**config.mk**
```make
export PLATFORM = sky130hd
export DESIGN_NAME = jtag_ir_ctrl
export DESIGN_NICKNAME = d
export VERILOG_FILES = /design/src/rtl/jtag_ir_pkg.sv /design/src/rtl/jtag_ir_shift.sv /design/src/rtl/jtag_ir_decode.sv /design/src/rtl/jtag_cap_dr.sv /design/src/rtl/jtag_cf_pulse.sv /design/src/rtl/jtag_ir_ctrl.sv
export SDC_FILE = /design/constraint.sdc
export NUM_CORES = 1
export LEC_CHECK = 0
export ABC_AREA = 1
export BUFFER_PORTS_ARGS = -buffer_cell sky130_fd_sc_hd__buf_2
export CORE_ASPECT_RATIO = 1.4
export CORE_MARGIN = 3
export CORE_UTILIZATION = 59
export DETAILED_ROUTE_END_ITERATION = 10
export MAX_ROUTING_LAYER = met4
export PLACE_DENSITY = 0.77
export SYNTH_ARGS = -nofsm -noshare
export SYNTH_HDL_FRONTEND = slang
export SYNTH_SLANG_ARGS = --single-unit
```
**constraint.sdc**
```tcl
create_clock -name clk -period 2 [get_ports clk]
set_input_delay 0.2 -clock clk [delete_from_list [all_inputs] [get_ports clk]]
set_output_delay 0.2 -clock clk [all_outputs]
set_load 0.01 [all_outputs]
```
**src/rtl/jtag_ir_pkg.sv**
```systemverilog
package jtag_ir_pkg;
   localparam int IR_W = 8;

   localparam logic [IR_W-1:0] OP_EXTEST   = 8'h00;
   localparam logic [IR_W-1:0] OP_SAMPLE   = 8'h01;
   localparam logic [IR_W-1:0] OP_CFG      = 8'hEE;
   localparam logic [IR_W-1:0] OP_CLAMP    = 8'hFA;
   localparam logic [IR_W-1:0] OP_HIGHZ    = 8'hFC;
   localparam logic [IR_W-1:0] OP_USERCODE = 8'hFD;
   localparam logic [IR_W-1:0] OP_IDCODE   = 8'hFE;
   localparam logic [IR_W-1:0] OP_BYPASS   = 8'hFF;

   typedef enum logic [1:0] {
      DR_BYPASS = 2'd0,
      DR_BSCAN  = 2'd1,
      DR_ID     = 2'd2,
      DR_USER   = 2'd3
   } dr_sel_e;

   typedef struct packed {
      dr_sel_e dr;
      logic    extest;
      logic    clamp;
      logic    highz;
      logic    cfg;
   } ir_dec_t;
endpackage

```
**src/rtl/jtag_ir_shift.sv**
```systemverilog
module jtag_ir_shift
   import jtag_ir_pkg::*;
#(
   parameter int W = IR_W,
   parameter logic [W-1:0] RESET_OP = OP_IDCODE
) (
   input  logic         clk,
   input  logic         rst_n,
   input  logic         tdi,
   input  logic         capture,
   input  logic         shift,
   input  logic         update,
   input  logic         tlr,
   input  logic [W-1:0] cap_word,
   output logic [W-1:0] sh_q,
   output logic [W-1:0] active_q,
   output logic         so
);
   always_ff @(posedge clk or negedge rst_n) begin
      if (!rst_n) begin
         sh_q <= '0;
      end else if (capture) begin
         sh_q <= cap_word;
      end else if (shift) begin
         sh_q <= {tdi, sh_q[W-1:1]};
      end
   end

   always_ff @(posedge clk or negedge rst_n) begin
      if (!rst_n) begin
         active_q <= RESET_OP;
      end else if (tlr) begin
         active_q <= RESET_OP;
      end else if (update) begin
         active_q <= sh_q;
      end
   end

   assign so = sh_q[0];
endmodule

```
**src/rtl/jtag_ir_decode.sv**
```systemverilog
module jtag_ir_decode
   import jtag_ir_pkg::*;
(
   input  logic [IR_W-1:0] op,
   output ir_dec_t         dec
);
   always_comb begin
      dec        = '0;
      dec.dr     = DR_BYPASS;
      case (op)
         OP_EXTEST: begin
            dec.dr     = DR_BSCAN;
            dec.extest = 1'b1;
         end
         OP_SAMPLE:   dec.dr = DR_BSCAN;
         OP_IDCODE:   dec.dr = DR_ID;
         OP_USERCODE: dec.dr = DR_USER;
         OP_CLAMP:    dec.clamp = 1'b1;
         OP_HIGHZ:    dec.highz = 1'b1;
         OP_CFG:      dec.cfg = 1'b1;
         default:     dec.dr = DR_BYPASS;
      endcase
   end
endmodule

```
**src/rtl/jtag_cap_dr.sv**
```systemverilog
module jtag_cap_dr #(
   parameter int W = 32
) (
   input  logic         clk,
   input  logic         rst_n,
   input  logic         tdi,
   input  logic         capture,
   input  logic         shift,
   input  logic [W-1:0] cap_val,
   output logic         so
);
   logic [W-1:0] q;

   generate
      if (W == 1) begin : g_single
         always_ff @(posedge clk or negedge rst_n) begin
            if (!rst_n)       q <= '0;
            else if (capture) q <= cap_val;
            else if (shift)   q <= tdi;
         end
      end else begin : g_multi
         always_ff @(posedge clk or negedge rst_n) begin
            if (!rst_n)       q <= '0;
            else if (capture) q <= cap_val;
            else if (shift)   q <= {tdi, q[W-1:1]};
         end
      end
   endgenerate

   assign so = q[0];
endmodule

```
**src/rtl/jtag_cf_pulse.sv**
```systemverilog
module jtag_cf_pulse #(
   parameter int LOW_CYCLES = 4,
   localparam int CNT_W = $clog2(LOW_CYCLES + 1)
) (
   input  logic clk,
   input  logic rst_n,
   input  logic start,
   output logic cf_n
);
   logic [CNT_W-1:0] cnt;

   always_ff @(posedge clk or negedge rst_n) begin
      if (!rst_n) begin
         cnt <= '0;
      end else if (start) begin
         cnt <= CNT_W'(LOW_CYCLES);
      end else if (cnt != '0) begin
         cnt <= cnt - 1'b1;
      end
   end

   assign cf_n = (cnt == '0);
endmodule

```
**src/rtl/jtag_ir_ctrl.sv**
```systemverilog
module jtag_ir_ctrl
   import jtag_ir_pkg::*;
#(
   parameter int          ID_W          = 32,
   parameter logic [31:0] IDCODE_VAL    = 32'h05026093,
   parameter int          CF_LOW_CYCLES = 4,
   parameter int          ISP_BIT       = 4,
   parameter int          SEC_BIT       = 3
) (
   input  logic        clk,
   input  logic        rst_n,
   input  logic        tdi,
   input  logic        st_capture_ir,
   input  logic        st_shift_ir,
   input  logic        st_update_ir,
   input  logic        st_capture_dr,
   input  logic        st_shift_dr,
   input  logic        st_tlr,
   input  logic        st_rti_entry,
   input  logic        isp_mode,
   input  logic        secure,
   input  logic        usercode_load,
   input  logic [31:0] usercode_value,
   input  logic        bsr_tdo,
   output logic        tdo,
   output logic        sel_bypass,
   output logic        sel_bscan,
   output logic        sel_idcode,
   output logic        sel_usercode,
   output logic        mode_extest,
   output logic        mode_clamp,
   output logic        mode_highz,
   output logic        cf_n
);
   localparam logic [IR_W-1:0] CAP_BASE = IR_W'(8'b0000_0001);

   // elaboration checks
   if (ID_W != 32) begin : g_bad_idw
      $error("ID_W must be 32");
   end
   if (IDCODE_VAL[0] != 1'b1) begin : g_bad_id
      $error("IDCODE_VAL bit 0 must be 1");
   end
   if (CF_LOW_CYCLES < 1) begin : g_bad_cf
      $error("CF_LOW_CYCLES must be at least 1");
   end
   if (ISP_BIT >= IR_W || SEC_BIT >= IR_W || ISP_BIT == SEC_BIT || ISP_BIT < 2 || SEC_BIT < 2) begin : g_bad_bits
      $error("status bit positions invalid");
   end

   logic [IR_W-1:0] cap_word;
   logic [IR_W-1:0] ir_sh;
   logic [IR_W-1:0] active_ir;
   logic            ir_so;
   ir_dec_t         dec;
   logic [ID_W-1:0] user_q;
   logic            cap_byp, cap_id, cap_user;
   logic            sh_byp, sh_id, sh_user;
   logic            byp_so, id_so, user_so;
   logic            cf_start;

   always_comb begin
      cap_word          = CAP_BASE;
      cap_word[ISP_BIT] = isp_mode;
      cap_word[SEC_BIT] = secure;
   end

   jtag_ir_shift #(.W(IR_W), .RESET_OP(OP_IDCODE)) u_ir (
      .clk      (clk),
      .rst_n    (rst_n),
      .tdi      (tdi),
      .capture  (st_capture_ir & ~st_tlr),
      .shift    (st_shift_ir & ~st_tlr),
      .update   (st_update_ir),
      .tlr      (st_tlr),
      .cap_word (cap_word),
      .sh_q     (ir_sh),
      .active_q (active_ir),
      .so       (ir_so)
   );

   jtag_ir_decode u_dec (
      .op  (active_ir),
      .dec (dec)
   );

   assign sel_bypass   = (dec.dr == DR_BYPASS);
   assign sel_bscan    = (dec.dr == DR_BSCAN);
   assign sel_idcode   = (dec.dr == DR_ID);
   assign sel_usercode = (dec.dr == DR_USER);
   assign mode_extest  = dec.extest;
   assign mode_clamp   = dec.clamp;
   assign mode_highz   = dec.highz;

   // user identification storage
   always_ff @(posedge clk or negedge rst_n) begin
      if (!rst_n)             user_q <= '1;
      else if (usercode_load) user_q <= usercode_value;
   end

   assign cap_byp  = st_capture_dr & sel_bypass;
   assign cap_id   = st_capture_dr & sel_idcode;
   assign cap_user = st_capture_dr & sel_usercode;
   assign sh_byp   = st_shift_dr & sel_bypass;
   assign sh_id    = st_shift_dr & sel_idcode;
   assign sh_user  = st_shift_dr & sel_usercode;

   jtag_cap_dr #(.W(1)) u_byp (
      .clk (clk), .rst_n (rst_n), .tdi (tdi),
      .capture (cap_byp), .shift (sh_byp),
      .cap_val (1'b0), .so (byp_so)
   );

   jtag_cap_dr #(.W(ID_W)) u_id (
      .clk (clk), .rst_n (rst_n), .tdi (tdi),
      .capture (cap_id), .shift (sh_id),
      .cap_val (IDCODE_VAL), .so (id_so)
   );

   jtag_cap_dr #(.W(ID_W)) u_user (
      .clk (clk), .rst_n (rst_n), .tdi (tdi),
      .capture (cap_user), .shift (sh_user),
      .cap_val (user_q), .so (user_so)
   );

   always_comb begin
      if (st_shift_ir) begin
         tdo = ir_so;
      end else begin
         case (dec.dr)
            DR_BSCAN: tdo = bsr_tdo;
            DR_ID:    tdo = id_so;
            DR_USER:  tdo = user_so;
            default:  tdo = byp_so;
         endcase
      end
   end

   assign cf_start = ~st_tlr &
                     ((st_update_ir & (ir_sh == OP_CFG)) |
                      (st_rti_entry & dec.cfg));

   jtag_cf_pulse #(.LOW_CYCLES(CF_LOW_CYCLES)) u_cf (
      .clk   (clk),
      .rst_n (rst_n),
      .start (cf_start),
      .cf_n  (cf_n)
   );
endmodule

```
==> results of run 1 <==
-- Yosys cell counts, drive strengths merged --
library cell / n / area share (%)
dfrtp: 77 / 36
nand2: 135 / 9.9
mux2: 32 / 6.8
o31ai: 2 / 0.28
a21o: 1 / 0.14
nor2: 58 / 4.8
o22ai: 16 / 2.4
dfstp: 39 / 19
a31oi: 2 / 0.24
o21ai: 58 / 6.1
o211ai: 1 / 0.14
nor3: 3 / 0.28
nor4: 3 / 0.35
a21oi: 14 / 1.3
inv: 86 / 6.1
nand4: 3 / 0.35
buf: 17 / 2.7
clkbuf: 6 / 0.61
ha: 2 / 0.47
or2: 1 / 0.12
clkinv: 1 / 0.071
nand3: 10 / 0.95
xor2: 1 / 0.17
-- kinds of logic after synthesis --
family                     count (synthesis)  synth area share (%)
DFF                                      116                  55.8
adders and majority gates                  2                 0.473
xor gates and xnor gates                   1                 0.166
and+or+nand+nor                          213                  16.7
buffers and inverters                    110                  9.51
AOI/OAI and AO/OA                         94                  10.5
muxes                                     32                  6.81
-- path summary, 6_finish.rpt --
kind                                    from      endpoint  slack, ns  cells past startpoint
max in group asynchronous              rst_n    user_q[31]       1.01                      3
min in group asynchronous              rst_n  u_ir.sh_q[0]       0.24                      2
setup reg to reg            u_ir.active_q[4]   u_user.q[5]       0.22                      8
hold reg to reg                    u_id.q[2]     u_id.q[2]       0.49                      2
hold / removal             usercode_value[6]     user_q[6]       0.01                      2
setup / recovery            u_ir.active_q[2]           tdo       0.04                      9
-- per-stage QoR --
stage	cells	total power, mW	hold slack [ns]	setup TNS [ns]	setup WS (ns)
global route	744	8.58	0.0121	-0.0970	-0.0970
detailed placement	711	4.99	0.125	0	0.201
floorplan	568	4.57	-0.0956	0	0.512
finish	744	8.08	0.0101	0	0.0376
global placement	711	4.87	0.119	0	0.281
CTS	744	8.14	0.00298	0	0.00661
-- area by class of cell --
class                           count  area (sq um)
Sequential cell                   116          2950
Fill cell                         636          2440
Multi-Input combinational cell    342          1850
Clock buffer                       22           454
Timing Repair Buffer               62           348
Inverter                           87           327
Clock inverter                     10           154
Tap cell                          105           131
-- per-layer routing --
layer / share of wire [%] / track usage, %
met5: 0 / -
met4: 1.4 / 6.44
met3: 4.7 / 6.79
met2: 52 / 34.7
met1: 42 / 27.2
-- worst max-delay path: cells and delay by family, from the launching register on --
kind	cells	cell delay, ns
flip-flops	1	0.58
AND/OR/NAND/NOR	8	0.66
buffers and inverters	1	0.13
-- report_power, final --
group / leakage [nW] / internal [mW] / switching [mW]
Combinational: 1.53 / 0.660 / 0.851
Sequential: 1.33 / 3.11 / 0.355
Clock: 0.302 / 2.11 / 0.996
-- timing repair --
action | 4_1_cts | 5_1_grt
cloned | 0 | 0
hold buffers | 1 | 0
hold endpoints to repair | 23 | 0
resized for setup | 1 | 4
setup buffers | 0 | 0
endpoints found under the setup margin | 1 | 1
pin swaps | 1 | 1
-- registers in the layout, summed over array words and instances, names as in the netlist --
signal,cells
u_id.q,32
u_user.q,32
user_q,32
u_ir.active_q,8
u_ir.sh_q,8
u_cf.cnt,3
u_byp.so,1
==> reports/metrics.yaml, run 1 <==
setup_path:
  max_stage_delay_ns: 0.58
  crit_path_start_kind: "register"
  crit_chain: "nand2_4 -> nor2_2 -> nand3_1 -> nand2_1 -> nor2_1 -> nand2_1 -> nand2_1 -> nand2_1 -> buf_2"
  cpMostUsedCell: "nand2_1"
  path_class: "reg2out"
  slowest_stage: "dfstp_2"
  endpoint_kind: "output port"
  arrival_ns: 1.76
  worstPathMaxFanout: 5
  required_ns: 1.80
die:
  start_util_pct: 61.1
  core_area_sq_mm: 0.00866
  rows: 40
  io_pins: 55
  die_x_um: 86.0
  die_h_um: 118
  die-area_sq_mm: 0.0102
sta:
  drv_slew: 0
  worst_pin_slew_ns: 0.726
  fin_crit_ns: 1.96
  finalHoldViolCount: 0
  relSlewSlack_pct: 51.6
  skew_ns: 0.00704
  rsz0062_at_grt: "true"
  setup_viol: 0
  timing.final.crit_share_pct: 98.1
  fmax_mhz: 510
grt:
  grt_pass1_wl_mm: 17.3
  grt_pass1_vias: 3912
  antenna_found_initial: 0
  overflow: 0
  grt_max_degree: 65
  grtUsageTotal_pct: 22.0
layout:
  layout_commonest_cell: "nand2_1"
  drive_gt1_share_pct: 29.7
  postLayoutCoreUtil_pct: 71.8
  design_area_sq_mm: 0.00622
  area_growth_pct: 17.5
  n_antenna_cell: 0
  final_cell_mix: "nand2_1 (129), inv_1 (80), dfrtp_1 (77), buf_2 (53), nor2_1 (52)"
  nets: 674
detailed_routing:
  vias: 3859
  firstDrtPassIters: 5
  wl_per_cell_um: 13.3
  remaining_drc_errors: 0
  via_per_inst: 5.19
  ant_nets: 0
  drt_iter0_markers: 160
  drt_wl_total_mm: 9.88
logic_synthesis:
  syn_area_sq_mm: 0.00529
  ys_seq_area_share_pct: 55.8
  ys_types: 35
  synthCells: 568
  synth.avg_cell_area_sq_um: 9.31
  ys_ff_latch: 116
  ys_warn_count: 0
  synth_nets: 616
cts:
  clk_pin_slew_ns: 0.05
  clk_latency_ns: 0.41
  cts_root_buf: "clkbuf_16"
  clock-sinks: 116
  cts_max_level: 4
  clk_path_buf_depth: 2
  cts_buffers: 17
  cts_tree: "yes"
place:
  hpwl_mm: 6.62
  portBuffers: 54
  place_area_sq_mm: 0.00558
  gp_congestion: 0.777
power:
  ir_worst_vdd_v: 0.000961
  power_density_mw_per_mm2: 1300
  leakagePower_nw: 3.16
status:
  run_status: "finished clean"
hold_path:
  hp-class: "in2reg"
run:
  maxCapViolations: 0
Note: power is estimated with default switching activity, not from simulation.
==> run 2: changes to the inputs <==
- MAX_ROUTING_LAYER: met4 -> default
==> reports/metrics.yaml, run 2 (synthesis gave the netlist of run 1 again) <==
status:
  run_status: "finished clean"
setup_path:
  required_ns: 1.80
  arrival_ns: 1.76
  path_class: "reg2out"
  r2r_slack_ns: 0.23
  endpoint_kind: "output port"
  crit_path_start_kind: "register"
  worstPathMaxFanout: 6
place:
  gp_congestion: 0.767
  portBuffers: 54
  hpwl_mm: 6.62
  dp_slack_ns: 0.201
sta:
  fmax_mhz: 511
  worst_pin_slew_ns: 0.727
  setup_viol: 0
  fin_crit_ns: 1.96
  skew_ns: 0.00641
  finalHoldViolCount: 0
  relSlewSlack_pct: 51.5
  drv_slew: 0
  rsz0062_at_grt: "true"
  whs_ns: 0.0148
  setup_ws_ns: 0.0421
  timing.final.crit_share_pct: 97.9
power:
  p_switching_mw: 2.20
  switching_share_pct: 27.2
  cell_internal_pwr_mw: 5.88
  power.total_mw: 8.08
  power_density_mw_per_mm2: 1300
  p_clk_share_pct: 38.4
  leakagePower_nw: 3.16
  seq_power_share_pct: 42.9
  ir_worst_vdd_v: 0.000961
  combPwrFrac_pct: 18.7
cts:
  clk_pin_slew_ns: 0.05
  cts_tree: "yes"
  cts_buffers: 17
  clk_latency_ns: 0.40
  cts_max_level: 4
  cts_root_buf: "clkbuf_16"
  post_cts_buffers: 0
  clock-sinks: 116
  clk_path_buf_depth: 2
detailed_routing:
  vias: 3868
  firstDrtPassIters: 4
  remaining_drc_errors: 0
  wl_per_cell_um: 13.3
  drt_iter0_markers: 162
  ant_nets: 0
  drt_wl_total_mm: 9.89
  via_per_inst: 5.20
grt:
  grtUsageTotal_pct: 21.3
  grt_pass1_vias: 3915
  grt_pass1_wl_mm: 17.3
  antenna_found_initial: 0
  grt_max_degree: 65
  overflow: 0
die:
  start_util_pct: 61.1
  die_h_um: 118
  io_pins: 55
  die_x_um: 86.0
  core_area_sq_mm: 0.00866
  rows: 40
  die-area_sq_mm: 0.0102
layout:
  postLayoutCoreUtil_pct: 71.8
  n_antenna_cell: 0
  nets: 674
  reg_top3: "u_id.q x32, u_user.q x32, user_q x32"
  drive_gt1_share_pct: 29.7
  area_growth_pct: 17.5
  layout_commonest_cell: "nand2_1"
  final_cell_mix: "nand2_1 (129), inv_1 (80), dfrtp_1 (77), buf_2 (53), nor2_1 (52)"
run:
  maxCapViolations: 0
hold_path:
  hp-class: "in2reg"
-- run 2: metal layers --
metal / share of wire (%) / GRT usage, %
met1: 42 / 27.0
met2: 52 / 34.8
met3: 4.5 / 5.53
met4: 1.4 / 7.92
met5: 0 / 0
-- run 2: power groups by stage --
stage / combinational, mW / sequential (mW) / clock, mW
2_1_floorplan: 1.19 / 3.38 / 0
3_3_place_gp: 1.41 / 3.45 / 0
3_5_place_dp: 1.51 / 3.49 / 0
4_1_cts: 1.53 / 3.46 / 3.15
5_1_grt: 1.76 / 3.56 / 3.25
6_report: 1.51 / 3.47 / 3.10
-- run 2: layout make-up --
type	instances	area (sq um)
inverter	87	327
clock inverter	10	154
clock buffer	22	454
sequential	116	2950
multi-input combinational	342	1850
timing repair buffer	62	348
tap	105	131
fill	636	2440
-- run 2: path summary, 6_finish.rpt --
check | startpoint | endpoint | cells after the start
setup / recovery | u_ir.active_q[7] | tdo | 9
hold / removal | usercode_value[6] | user_q[6] | 2
setup reg to reg | u_ir.active_q[7] | u_user.q[5] | 8
hold reg to reg | u_id.q[5] | u_id.q[5] | 2
max in group asynchronous | rst_n | user_q[31] | 3
min in group asynchronous | rst_n | u_ir.sh_q[0] | 2
-- run 2: stage by stage --
step	area (sq um)	setup TNS (ns)	std cells
finish	6220	0	744
global route	6220	-0.0933	744
CTS	6200	0	744
detailed placement	5580	0	711
global placement	5580	0	711
floorplan	5290	0	568
-- run 2: worst max-delay path, stage by stage (launching register included) --
cell and delay, ns:
dfstp_2 0.55, nand2_2 0.07, nor2_4 0.18, nand3_2 0.10, nand2_1 0.07, nor2_1 0.04
nand2_1 0.09, nand2_1 0.06, nand2_1 0.08, buf_2 0.13
-- run 2: timing repair --
action / in CTS / in global routing
hold buffers: 1 / 0
pin swaps: 1 / 1
gates resized for setup: 1 / 4
hold endpoints to repair: 23 / 0
setup endpoints to repair: 1 / 1
